<file path="src/rtl/csr_exec_pkg.sv">
// Package: shared types of the CSR instruction execute unit.
// Assumes: function codes as listed in the brief (bit 2 = immediate form).
package csr_exec_pkg;

    typedef enum logic [1:0] {
        OP_NONE = 2'b00,
        OP_SWAP = 2'b01,
        OP_SET  = 2'b10,
        OP_CLR  = 2'b11
    } csr_op_e;

    typedef struct packed {
        logic    handled;
        logic    use_imm;
        csr_op_e op;
        logic    do_read;
        logic    do_write;
    } csr_ctl_t;

    localparam int unsigned SPEC_W   = 12;
    localparam int unsigned IDX_W    = 5;
    localparam int unsigned PRIV_W   = 2;
    localparam int unsigned RO_HI    = 11;
    localparam int unsigned RO_LO    = 10;
    localparam int unsigned PRIV_HI  = 9;
    localparam int unsigned PRIV_LO  = 8;

endpackage

</file>
<file path="src/rtl/csr_access_decode.sv">
// Module: csr_access_decode
// Turns a function code and register index fields into the operation kind
// and the read/write decisions. Assumes: decisions depend only on index and
// immediate fields, never on any register value.
module csr_access_decode
    import csr_exec_pkg::*;
(
    input  logic [2:0]       func,
    input  logic [IDX_W-1:0] rd_idx,
    input  logic [IDX_W-1:0] rs1_idx,
    output csr_ctl_t         ctl
);

    // Decode operation kind, then read/write suppression from the index fields.
    always_comb begin
        ctl          = '0;
        ctl.use_imm  = func[2];
        unique case (func[1:0])
            2'b01:   ctl.op = OP_SWAP;
            2'b10:   ctl.op = OP_SET;
            2'b11:   ctl.op = OP_CLR;
            default: ctl.op = OP_NONE;
        endcase
        ctl.handled = (ctl.op != OP_NONE);
        if (ctl.op == OP_SWAP) begin
            ctl.do_read  = (rd_idx != '0);
            ctl.do_write = 1'b1;
        end else if (ctl.handled) begin
            ctl.do_read  = 1'b1;
            ctl.do_write = (rs1_idx != '0);
        end
    end

endmodule

</file>
<file path="src/rtl/csr_trap_check.sv">
// Module: csr_trap_check
// Flags an illegal access: unimplemented specifier, insufficient privilege,
// or a write to a read-only specifier. Assumes: the write decision is already
// suppressed according to the index fields.
module csr_trap_check
    import csr_exec_pkg::*;
(
    input  logic              handled,
    input  logic              do_write,
    input  logic [SPEC_W-1:0] spec,
    input  logic [PRIV_W-1:0] priv,
    input  logic              impl,
    output logic              illegal
);

    logic read_only;
    logic low_priv;

    // Classify the specifier and combine the three trap causes.
    always_comb begin
        read_only = (spec[RO_HI:RO_LO] == 2'b11);
        low_priv  = (priv < spec[PRIV_HI:PRIV_LO]);
        illegal   = handled & (~impl | low_priv | (do_write & read_only));
    end

endmodule

</file>
<file path="src/rtl/csr_value_calc.sv">
// Module: csr_value_calc
// Computes the new CSR value for swap, set or clear and merges it with the
// old value under the writable-bit mask. Assumes: operand is already
// selected (register value or zero-extended immediate).
module csr_value_calc
    import csr_exec_pkg::*;
#(
    parameter int unsigned CSR_W = 32
) (
    input  csr_op_e          op,
    input  logic [CSR_W-1:0] old_val,
    input  logic [CSR_W-1:0] operand,
    input  logic [CSR_W-1:0] writable,
    output logic [CSR_W-1:0] merged
);

    logic [CSR_W-1:0] raw_new;

    // Apply the operation, then keep non-writable bits from the old value.
    always_comb begin
        unique case (op)
            OP_SWAP: raw_new = operand;
            OP_SET:  raw_new = old_val | operand;
            OP_CLR:  raw_new = old_val & ~operand;
            default: raw_new = old_val;
        endcase
        merged = (old_val & ~writable) | (raw_new & writable);
    end

endmodule

</file>
<file path="src/rtl/csr_exec_unit.sv">
// Module: csr_exec_unit (top)
// Executes one CSR instruction per request cycle: strobes to a combinational
// CSR file port in the request cycle (atomic RMW at one edge), registered
// result one cycle later. Assumes: CSR file answers rdata/impl/writable
// combinationally from csr_addr; XLEN >= CSR_W.
module csr_exec_unit
    import csr_exec_pkg::*;
#(
    parameter int unsigned XLEN  = 64,
    parameter int unsigned CSR_W = 32
) (
    input  logic              clk,
    input  logic              rst_n,
    input  logic              req_valid,
    input  logic [2:0]        req_func,
    input  logic [4:0]        req_rd,
    input  logic [4:0]        req_rs1,
    input  logic [CSR_W-1:0]  req_src_val,
    input  logic [11:0]       req_csr,
    input  logic [1:0]        cur_priv,
    output logic [11:0]       csr_addr,
    output logic              csr_rd_stb,
    input  logic [CSR_W-1:0]  csr_rdata,
    input  logic              csr_impl,
    input  logic [CSR_W-1:0]  csr_writable,
    output logic              csr_wr_stb,
    output logic [CSR_W-1:0]  csr_wr_data,
    output logic [CSR_W-1:0]  csr_wr_mask,
    output logic              out_valid,
    output logic              out_illegal,
    output logic              out_wb_we,
    output logic [4:0]        out_wb_rd,
    output logic [XLEN-1:0]   out_wb_data,
    output logic              out_serialize
);

    localparam int unsigned PAD_W = XLEN - CSR_W;
    localparam int unsigned IMM_PAD = CSR_W - IDX_W;

    csr_ctl_t         ctl;
    logic             illegal;
    logic [CSR_W-1:0] operand;
    logic [CSR_W-1:0] merged;

    csr_access_decode u_dec (
        .func    (req_func),
        .rd_idx  (req_rd),
        .rs1_idx (req_rs1),
        .ctl     (ctl)
    );

    csr_trap_check u_trap (
        .handled  (ctl.handled),
        .do_write (ctl.do_write),
        .spec     (req_csr),
        .priv     (cur_priv),
        .impl     (csr_impl),
        .illegal  (illegal)
    );

    // Select the register value or the zero-extended immediate as operand.
    always_comb begin
        operand = ctl.use_imm ? {{IMM_PAD{1'b0}}, req_rs1} : req_src_val;
    end

    csr_value_calc #(.CSR_W(CSR_W)) u_calc (
        .op       (ctl.op),
        .old_val  (csr_rdata),
        .operand  (operand),
        .writable (csr_writable),
        .merged   (merged)
    );

    // Drive the CSR file port; both strobes fall in the request cycle.
    always_comb begin
        csr_addr    = req_csr;
        csr_rd_stb  = req_valid & ctl.handled & ctl.do_read  & ~illegal;
        csr_wr_stb  = req_valid & ctl.handled & ctl.do_write & ~illegal;
        csr_wr_data = merged;
        csr_wr_mask = csr_writable;
    end

    // Register the result presented to writeback one cycle later.
    always_ff @(posedge clk) begin
        if (!rst_n) begin
            out_valid     <= 1'b0;
            out_illegal   <= 1'b0;
            out_wb_we     <= 1'b0;
            out_wb_rd     <= '0;
            out_wb_data   <= '0;
            out_serialize <= 1'b0;
        end else begin
            out_valid     <= req_valid & ctl.handled;
            out_illegal   <= req_valid & illegal;
            out_wb_we     <= csr_rd_stb & (req_rd != '0);
            out_wb_rd     <= req_rd;
            out_wb_data   <= csr_rd_stb ? {{PAD_W{1'b0}}, csr_rdata} : '0;
            out_serialize <= req_valid & ctl.handled;
        end
    end

endmodule

</file>
<file path="config.mk">
export PLATFORM = sky130hd
export DESIGN_NAME = csr_exec_unit
export DESIGN_NICKNAME = d
export VERILOG_FILES = /design/src/rtl/csr_exec_pkg.sv /design/src/rtl/csr_access_decode.sv /design/src/rtl/csr_trap_check.sv /design/src/rtl/csr_value_calc.sv /design/src/rtl/csr_exec_unit.sv
export SDC_FILE = /design/constraint.sdc
export NUM_CORES = 1
export LEC_CHECK = 0
export BUFFER_PORTS_ARGS = -buffer_cell sky130_fd_sc_hd__clkbuf_2
export CAP_MARGIN = 5
export CORE_AREA = 3 3 106 108
export DETAILED_ROUTE_END_ITERATION = 8
export DIE_AREA = 0 0 109 111
export PLACE_DENSITY = 0.81
export SYNTH_ARGS = -nofsm -noshare
export SYNTH_HDL_FRONTEND = slang
export SYNTH_SLANG_ARGS = --single-unit
</file>
<file path="constraint.sdc">
create_clock -name clk -period 2.2 [get_ports clk]
set_input_delay 0.22 -clock clk [delete_from_list [all_inputs] [get_ports clk]]
set_output_delay 0.22 -clock clk [all_outputs]
set_load 0.03 [all_outputs]
</file>
Word level (Yosys, flattened, before mapping)
Cells that the tools add are included.
- $lt $le $gt $ge: 1
- equality and inequality tests: 7
- muxes and demuxes: 5
- bitwise logic cells: 20
- reduce and logical (&&, ||, !) cells: 4
- operator list (kind ; number):
    $and A32 B32 Y32 ; 3
    $pmux W32 S3 ; 1
    $not A32 Y32 ; 2
    $or A32 B32 Y32 ; 2
    $mux W32 ; 1
    $eq A2 B2 Y1 const B ; 5
    $reduce_bool A5 Y1 ; 2
    $and A1 B1 Y1 ; 9
    $pmux W2 S3 ; 1
    $eq A2 B1 Y1 const B ; 2
    $mux W2 ; 2
    $lt A2 B2 Y1 ; 1
    $not A1 Y1 ; 2
    $or A1 B1 Y1 ; 2
    $reduce_and A2 Y1 ; 1
    $reduce_bool A2 Y1 ; 1
- flip-flop bits (word level): 72
- logic and storage cells: 43

Depth between registers and ports, before layout
Gate-level depths: netlist of the first run.
- word-level depth: 11
- depth in mapped cells: 6
- depth with buffers taken out: 5

Cells and area by module
From an unflattened synthesis of the first run, not the netlist that was laid out.
- cell total of the unflattened synthesis: 397
- area total of the unflattened synthesis: 3384.5 um^2
- by module, submodules not included (module ; times used ; cells each ; area each (um^2)):
    csr_exec_unit ; 1 ; 237 ; 2245.9
    csr_value_calc ; 1 ; 142 ; 1041.0
    csr_access_decode ; 1 ; 11 ; 53.8
    csr_trap_check ; 1 ; 7 ; 43.8

Worst setup path after synthesis of the first run
OpenSTA, ideal clock, no wires.
- kind: in2out
- from: in req_csr[9]
- to: out csr_wr_stb
- arrival time: 2387 ps
- required time: 1980 ps
- slack: -407 ps
- cell stages on the path: 4
- path through: inv_1 > ha_1 > o221ai_1 > a2111oi_0
- longest elaborated chain between the ends: 6
- ends and longest elaborated chain (item ; RTL line ; RTL):
    start: declaration ; csr_exec_unit.sv:19 ; input logic [11:0] req_csr,
    $lt A2 B2 Y1 ; csr_trap_check.sv:22 ; low_priv = (priv < spec[PRIV_HI:PRIV_LO]);
    $or A1 B1 Y1 (2 in a row) ; csr_trap_check.sv:23 ; illegal = handled & (~impl | low_priv | (do_write & read_only));
    $and A1 B1 Y1 ; csr_trap_check.sv:23 ;
    $not A1 Y1 ; csr_exec_unit.sv:78 ; csr_wr_stb = req_valid & ctl.handled & ctl.do_write & ~illegal;
    $and A1 B1 Y1 ; csr_exec_unit.sv:78 ;
    end: declaration ; csr_exec_unit.sv:26 ; output logic csr_wr_stb,
Every way passes these cells.

Final worst setup path of the first run
- from: in req_rs1[3]
- to: out csr_rd_stb
- longest elaborated chain between the ends: 8
- ends and longest elaborated chain (item ; RTL line ; RTL):
    start: declaration ; csr_exec_unit.sv:17 ; input logic [4:0] req_rs1,
    $reduce_bool A5 Y1 ; csr_access_decode.sv:30 ; ctl.do_write = (rs1_idx != '0);
    $mux W2 ; csr_access_decode.sv:28 ; end else if (ctl.handled) begin
    $mux W2 ; csr_access_decode.sv:25 ; if (ctl.op == OP_SWAP) begin
    $and A1 B1 Y1 ; csr_trap_check.sv:23 ;
    $or A1 B1 Y1 ; csr_trap_check.sv:23 ;
    $and A1 B1 Y1 ; csr_trap_check.sv:23 ;
    $not A1 Y1 ; csr_exec_unit.sv:77 ; csr_rd_stb = req_valid & ctl.handled & ctl.do_read & ~illegal;
    $and A1 B1 Y1 ; csr_exec_unit.sv:77 ;
    end: declaration ; csr_exec_unit.sv:22 ; output logic csr_rd_stb,
Every way passes these cells.

==> flow_summary_export.csv, run 1 <==
group,metric,value,unit
timing,slew_viol_final,0,
worst_setup_path,worstPathRequired,1.98,ns
timing,fin_crit,2.10,ns
worst_setup_path,arrival,1.88,ns
clocking,htreeDepth,2,
clocking,clk_pin_slew,0.08,ns
detailed_routing,final_antenna_net_count,0,
detailed_routing,wl,11.3,mm
placed_design,place.port_buffers,229,
timing,rsz0062_at_grt,"false",
clocking,post_cts_buffers,0,
timing,fin_crit_sh,95.5,%
layout,diodes,0,
layout,layout_common_cells,"229 x clkbuf_2, 40 x dfxtp_1, 38 x nand2_1",
global_route,grt_max_degree,35,
detailed_routing,vias_per_cell,4.93,
clocking,cts_tree,"done",
detailed_routing,routedWlPerCell,15.3,um
synthesis,synth-adder-area-share,0.354,%
global_route,grt_use_total,17.6,%
power_and_ir_drop,power.total,0.00212,W
synthesis,ys_warn_count,0,
timing,worst_slew_pin_slew,0.547,ns
global_route,grt_pass1_vias,3401,
clocking,cts_resized,0,
worst_setup_path,critPathKind,"in -> out",
worst_setup_path,cp_max_fo,2,
layout,area_growth,27.1,%
floorplanning,die_height,111,um
power_and_ir_drop,power-per-cell-area,472,mW/mm^2
floorplanning,initial_utilization,34.2,%
synthesis,synth_top_family_by_area,"simple AND/OR/NAND/NOR gates",
clocking,ctsHoldBuffers,0,
synthesis,synth_top_flop_cell,"dfxtp_1",
detailed_routing,num_vias,3655,
global_route,grt.overflow.total,0,
detailed_routing,dr.pass1.iters,4,
global_route,globalRouteMet3Util,3.44,%
synthesis,synth_seq_cells,40,
global_route,antenna_found_initial,0,
synthesis,synth-compound-area-share,14.0,%
synthesis,synth_xor_area_share,0,%
clocking,clock_path_buffers,2,
synthesis,synth-edff-count,0,
worst_setup_path,slowest_stage,"or4b_1",
synthesis,ys_types,31,
synthesis,synth.avg_cell_area,8.19,um^2
layout,final_common_cell,"clkbuf_2",
placed_design,place.gp.congestion,0.797,
worst_setup_path,crit_path_end_kind,"primary output",
detailed_routing,initialDrtViolationCount,143,
layout,layout-drive-gt1-share,52.3,%
run_status,outcome,"completed",
clocking,numCtsBuffers,5,
synthesis,syn-cell-area,0.00353,mm^2
clocking,cts_sinks,40,
global_route,grt_pass1_wl,16.8,mm
power_and_ir_drop,power.leakage,2.27,nW
global_route,use_met2,32.8,%
detailed_routing,drc,0,
global_route,grt_busiest_layer,"met2",
timing,slew-limit-headroom,63.5,%
timing,fmax,476,MHz
timing,hold_viol,0,
synthesis,async_flop_share,0,%
clocking,cts_root_buf,"clkbuf_8",
layout,nets,734,
synthesis,muxShareOfSynthArea,10.7,%
global_route,use_met1,18.8,%
floorplanning,core-area,0.0103,mm^2
worst_setup_path,crit_chain,"clkbuf_2 -> or4b_1 -> o311a_2 -> nor4_2 -> clkbuf_2",
synthesis,netlist_instances,431,
worst_setup_path,path_delay_family,"simple AND/OR/NAND/NOR gates",
synthesis,synthSimpleGateAreaFrac,31.3,%
floorplanning,dieArea,0.0121,mm^2
synthesis,synth-seq-area-share,22.7,%
worst_setup_path,critPathMostFrequentCell,"clkbuf_2",
timing,setup_tns,0,ns
floorplanning,num_io_pins,278,
worst_setup_path,cp-start-kind,"primary input",
worst_setup_path,worst_path_largest_cell_delay,0.56,ns
run,max_cap_violations,0,
timing,setup_viol,0,
floorplanning,die_w,109,um
power_and_ir_drop,vdd_drop_max,0.000193,V
layout,num-fill-cells,1071,
worst_setup_path,cp_num_buf_inv,2,
floorplanning,row_count,37,
min_path,min-delay-path-class,"in -> reg",
placed_design,place_hpwl,9.26,mm
[cells in the mapped netlist (all sizes together), types with 2 or more instances]
master	number	area share (%)
buf	86	18
dfxtp	40	23
nand2	38	4.0
nor4	33	11
mux2i	32	9.1
nand2b	28	5.0
a21oi	27	3.8
a31o	27	6.7
nand3b	27	5.7
nor2	27	2.9
clkbuf	24	2.6
o21ai	7	0.99
nor2b	6	1.1
a32oi	5	1.2
and2	5	0.89
mux2	5	1.6
nor3	3	0.43
inv	2	0.21
[through the flow]
| step | area (um^2) | hold WS [ns] | setup slack [ns] | std cells | util (%) |
|---|---|---|---|---|---|
| after floorplan | 3650 | 0.339 | 0.0149 | 462 | - |
| after global routing | 4490 | 0.148 | 0.0956 | 742 | 43.5 |
| after detailed placement | 4410 | 0.438 | 0.125 | 735 | 42.7 |
| final | 4490 | 0.142 | 0.0999 | 742 | 43.5 |
| after CTS | 4490 | 0.130 | 0.122 | 742 | 43.5 |
| after global placement | 4410 | 0.434 | 0.0914 | 735 | 42.7 |
[cell families (layout without fill, tap and decap cells)]
family,count (synthesis),after routing
buffers and inverters,112,256
muxes,37,37
AOI/OAI and AO/OA,71,71
DFF,40,40
adders and majority gates,1,1
and+or+nand+nor,169,169
other,1,32
[final timing paths]
| check | startpoint | depth (start not counted) | to | slack (ns) |
|---|---|---|---|---|
| worst max-delay path | req_rs1[3] | 5 | csr_rd_stb | 0.1 |
| worst min-delay path | req_rd[2] | 2 | out_wb_rd[2]$_SDFF_PN0_ | 0.14 |
[registers in the layout, indices dropped and copies added (netlist names)]
| signal | count |
|---|---|
| out_wb_rd | 5 |
| out_illegal | 1 |
| out_wb_data | 32 |
| out_wb_we | 1 |
| out_serialize | 1 |
[area by class of cell]
cell class                 count  area, um^2  share of cell area (%)
timing repair buffer         247        1290                    28.8
clock inverter                 1        5.00                   0.111
multi-input combinational    310        2140                    47.7
tap                          136         170                    3.79
inverter                       2        7.51                   0.167
clock buffer                   6        72.6                    1.62
sequential                    40         801                    17.8
[layer usage]
layer,vias up,wire (um)
met5,-,0
met4,0,381
met3,32,942
met2,179,5830
met1,1674,4180
li1,1770,-
[power by group]
part           internal [W]  switching [W]
Sequential         0.000739     0.00000415
Combinational      0.000306       0.000609
Clock              0.000216       0.000245
Power figures use the tool's default switching activity.
==> run 2: changes to the inputs <==
- CORE_AREA: 3 3 106 108 -> 3 3 108 110
- CTS_CLUSTER_SIZE: default -> 12
- DIE_AREA: 0 0 109 111 -> 0 0 111 113
- PLACE_DENSITY: 0.81 -> 0.77
- SYNTH_HIERARCHICAL: default -> 1
==> run 2 against run 1 <==
Area after synthesis down 4.1%. First-iteration DRC count down 41%. Sequential power up 0.7%.
==> flow_summary_export.csv, run 2 <==
group,metric,value,unit
timing,fin_crit,2.02,ns
synthesis,yosysTopAreaCellShare,23.7,%
layout,fin_area,0.00419,mm^2
worst_setup_path,arrival,1.80,ns
detailed_routing,num_vias,3167,
timing,setup_viol,0,
synthesis,ys_warn_count,6,
power_and_ir_drop,p_comb_share,40.7,%
synthesis,synth_seq_cells,40,
worst_setup_path,cp_max_fo,4,
timing,slew_viol_final,0,
timing,rsz0062_at_grt,"false",
placed_design,dpl-instance-area,0.00410,mm^2
worst_setup_path,crit_chain,"clkbuf_2 -> nor4_1 -> a31oi_1 -> nand3_1 -> nand2_1 -> o21a_1 -> nand4b_4 -> inv_1 -> clkbuf_2",
detailed_routing,drc,0,
layout,top_regs,"out_wb_data x32, out_wb_rd x5",
global_route,grt_pass1_vias,2944,
timing,fin_crit_sh,92.0,%
synthesis,ys_top_cells_by_area,"dfxtp_1 24%, buf_4 18%, a32oi_1 8.3%",
layout,largest-register,"out_wb_data",
timing,hold_viol,0,
synthesis,syn-cell-area,0.00338,mm^2
layout,fin_util,38.9,%
clocking,cts_sinks,40,
worst_setup_path,crit_path_end_kind,"primary output",
layout,num-fill-cells,1120,
floorplanning,die_height,113,um
timing,setup_tns,0,ns
layout,instances_no_fill,711,
layout,final_common_cell,"clkbuf_2",
detailed_routing,routedWlPerCell,12.8,um
worst_setup_path,cp-start-kind,"primary input",
clocking,ctsHoldBuffers,0,
clocking,cts_tree,"done",
placed_design,place_hpwl,7.69,mm
synthesis,synth_top_flop_cell,"dfxtp_1",
synthesis,synth.avg_cell_area,8.53,um^2
synthesis,ys_top_cells_by_count,"80 x buf_4, 68 x inv_1, 40 x dfxtp_1",
detailed_routing,dr.pass1.iters,4,
floorplanning,core-area,0.0108,mm^2
placed_design,place.gp.congestion,0.775,
run,max_cap_violations,0,
global_route,antenna_found_initial,0,
global_route,grt_max_degree,65,
floorplanning,die_w,111,um
worst_setup_path,critPathMostFrequentCell,"clkbuf_2",
synthesis,synth-edff-count,0,
clocking,numCtsBuffers,5,
synthesis,ys_types,31,
clocking,clk_pin_slew,0.07,ns
floorplanning,num_io_pins,278,
global_route,grt.overflow.total,0,
power_and_ir_drop,vdd_drop_max,0.000203,V
global_route,grt_pass1_wl,14.0,mm
power_and_ir_drop,p_clk_share,23.4,%
layout,area_growth,23.9,%
clocking,clock_path_buffers,2,
detailed_routing,initialDrtViolationCount,84,
worst_setup_path,critPathKind,"in -> out",
detailed_routing,final_antenna_net_count,0,
clocking,cts_root_buf,"clkbuf_8",
timing,fmax,494,MHz
synthesis,synth_top_area_cell,"dfxtp_1",
floorplanning,dieArea,0.0125,mm^2
placed_design,place_inst,703,
layout,diodes,0,
layout,nets,698,
clocking,cts_resized,0,
synthesis,netlist_instances,397,
min_path,min-delay-path-class,"in -> reg",
detailed_routing,wl,9.07,mm
clocking,htreeDepth,2,
power_and_ir_drop,switchingPower,0.000811,W
worst_setup_path,slowest_stage,"nor4_1",
synthesis,synth-seq-area-share,23.7,%
power_and_ir_drop,seqPwrFrac,35.9,%
worst_setup_path,worst_path_largest_cell_delay,0.41,ns
layout,layout-drive-gt1-share,49.6,%
power_and_ir_drop,power.leakage,2.21,nW
power_and_ir_drop,power-per-cell-area,497,mW/mm^2
floorplanning,initial_utilization,31.4,%
layout,largest_reg_flops,32,
synthesis,async_flop_share,0,%
timing,worst_slew_pin_slew,0.665,ns
power_and_ir_drop,swShare,38.9,%
placed_design,place.port_buffers,229,
run_status,outcome,"completed",
power_and_ir_drop,internal-power,0.00127,W
floorplanning,row_count,38,
worst_setup_path,worstPathRequired,1.98,ns
detailed_routing,vias_per_cell,4.45,
global_route,grt_use_total,13.4,%
synthesis,synth_most_common_cell,"buf_4",
layout,layout_common_cells,"228 x clkbuf_2, 68 x inv_1, 40 x dfxtp_1",
clocking,post_cts_buffers,0,
timing,slew-limit-headroom,55.7,%
## run 2: changes by cell type after synthesis, sizes merged, moves of 31 or more
cell    before  now
o211ai       0   32
nor4        33    2
nand2       38    1
xnor2        0   32
mux2i       32    0
inv          2   69
## run 2: critical path: cells and delay by family
family                 cells  cell delay (ns)
buffers and inverters      3             0.40
and+or+nand+nor            4             0.81
AOI/OAI and AO/OA          2             0.36
## run 2: cell families after synthesis
| logic type | count (synthesis) | synth area share [%] |
|---|---|---|
| muxes | 5 | 1.66 |
| and+or+nand+nor | 77 | 18.4 |
| adders and majority gates | 1 | 0.370 |
| AOI/OAI and AO/OA | 69 | 16.3 |
| xor gates and xnor gates | 32 | 8.28 |
| DFF | 40 | 23.7 |
| other | 1 | 0.111 |
| buffers and inverters | 172 | 31.2 |
## run 2: per-layer routing
metal / GRT usage [%] / vias to the layer above / part of all wire (%)
met1: 13.8 / 1421 / 37
met5: 0 / - / 0
met2: 26.3 / 160 / 53
met4: 5.01 / 0 / 2.2
met3: 2.89 / 12 / 8.6
li1: - / 1574 / -
## run 2: power by group through the flow
stage / sequential [W] / clock, W / combinational (W)
CTS: 0.000748 / 0.000518 / 0.000855
floorplan: 0.000805 / 0 / 0.000674
global placement: 0.000765 / 0 / 0.000846
global route: 0.000750 / 0.000553 / 0.000912
finish: 0.000748 / 0.000489 / 0.000848
detailed placement: 0.000766 / 0 / 0.000852
## run 2: final timing paths
path	from	endpoint	slack (ns)	cells past startpoint
max	req_rs1[0]	csr_rd_stb	0.18	9
min	csr_rdata[24]	out_wb_data[24]$_SDFF_PN0_	0.15	3
## run 2: layout make-up
cell class | count | area (um^2) | share of cell area (%)
Tap cell | 140 | 175 | 4.18
Clock buffer | 8 | 90.1 | 2.15
Multi-Input combinational cell | 216 | 1640 | 39.2
Inverter | 69 | 259 | 6.18
Timing Repair Buffer | 238 | 1230 | 29.2
Sequential cell | 40 | 801 | 19.1
## run 2: metrics by stage
step	power, W	hold WS (ns)	setup slack [ns]
final	0.00208	0.151	0.177
after global routing	0.00222	0.139	0.0270
after CTS	0.00212	0.140	0.125
after detailed placement	0.00162	0.440	0.131
after global placement	0.00161	0.440	0.134
after floorplan	0.00148	0.337	0.473
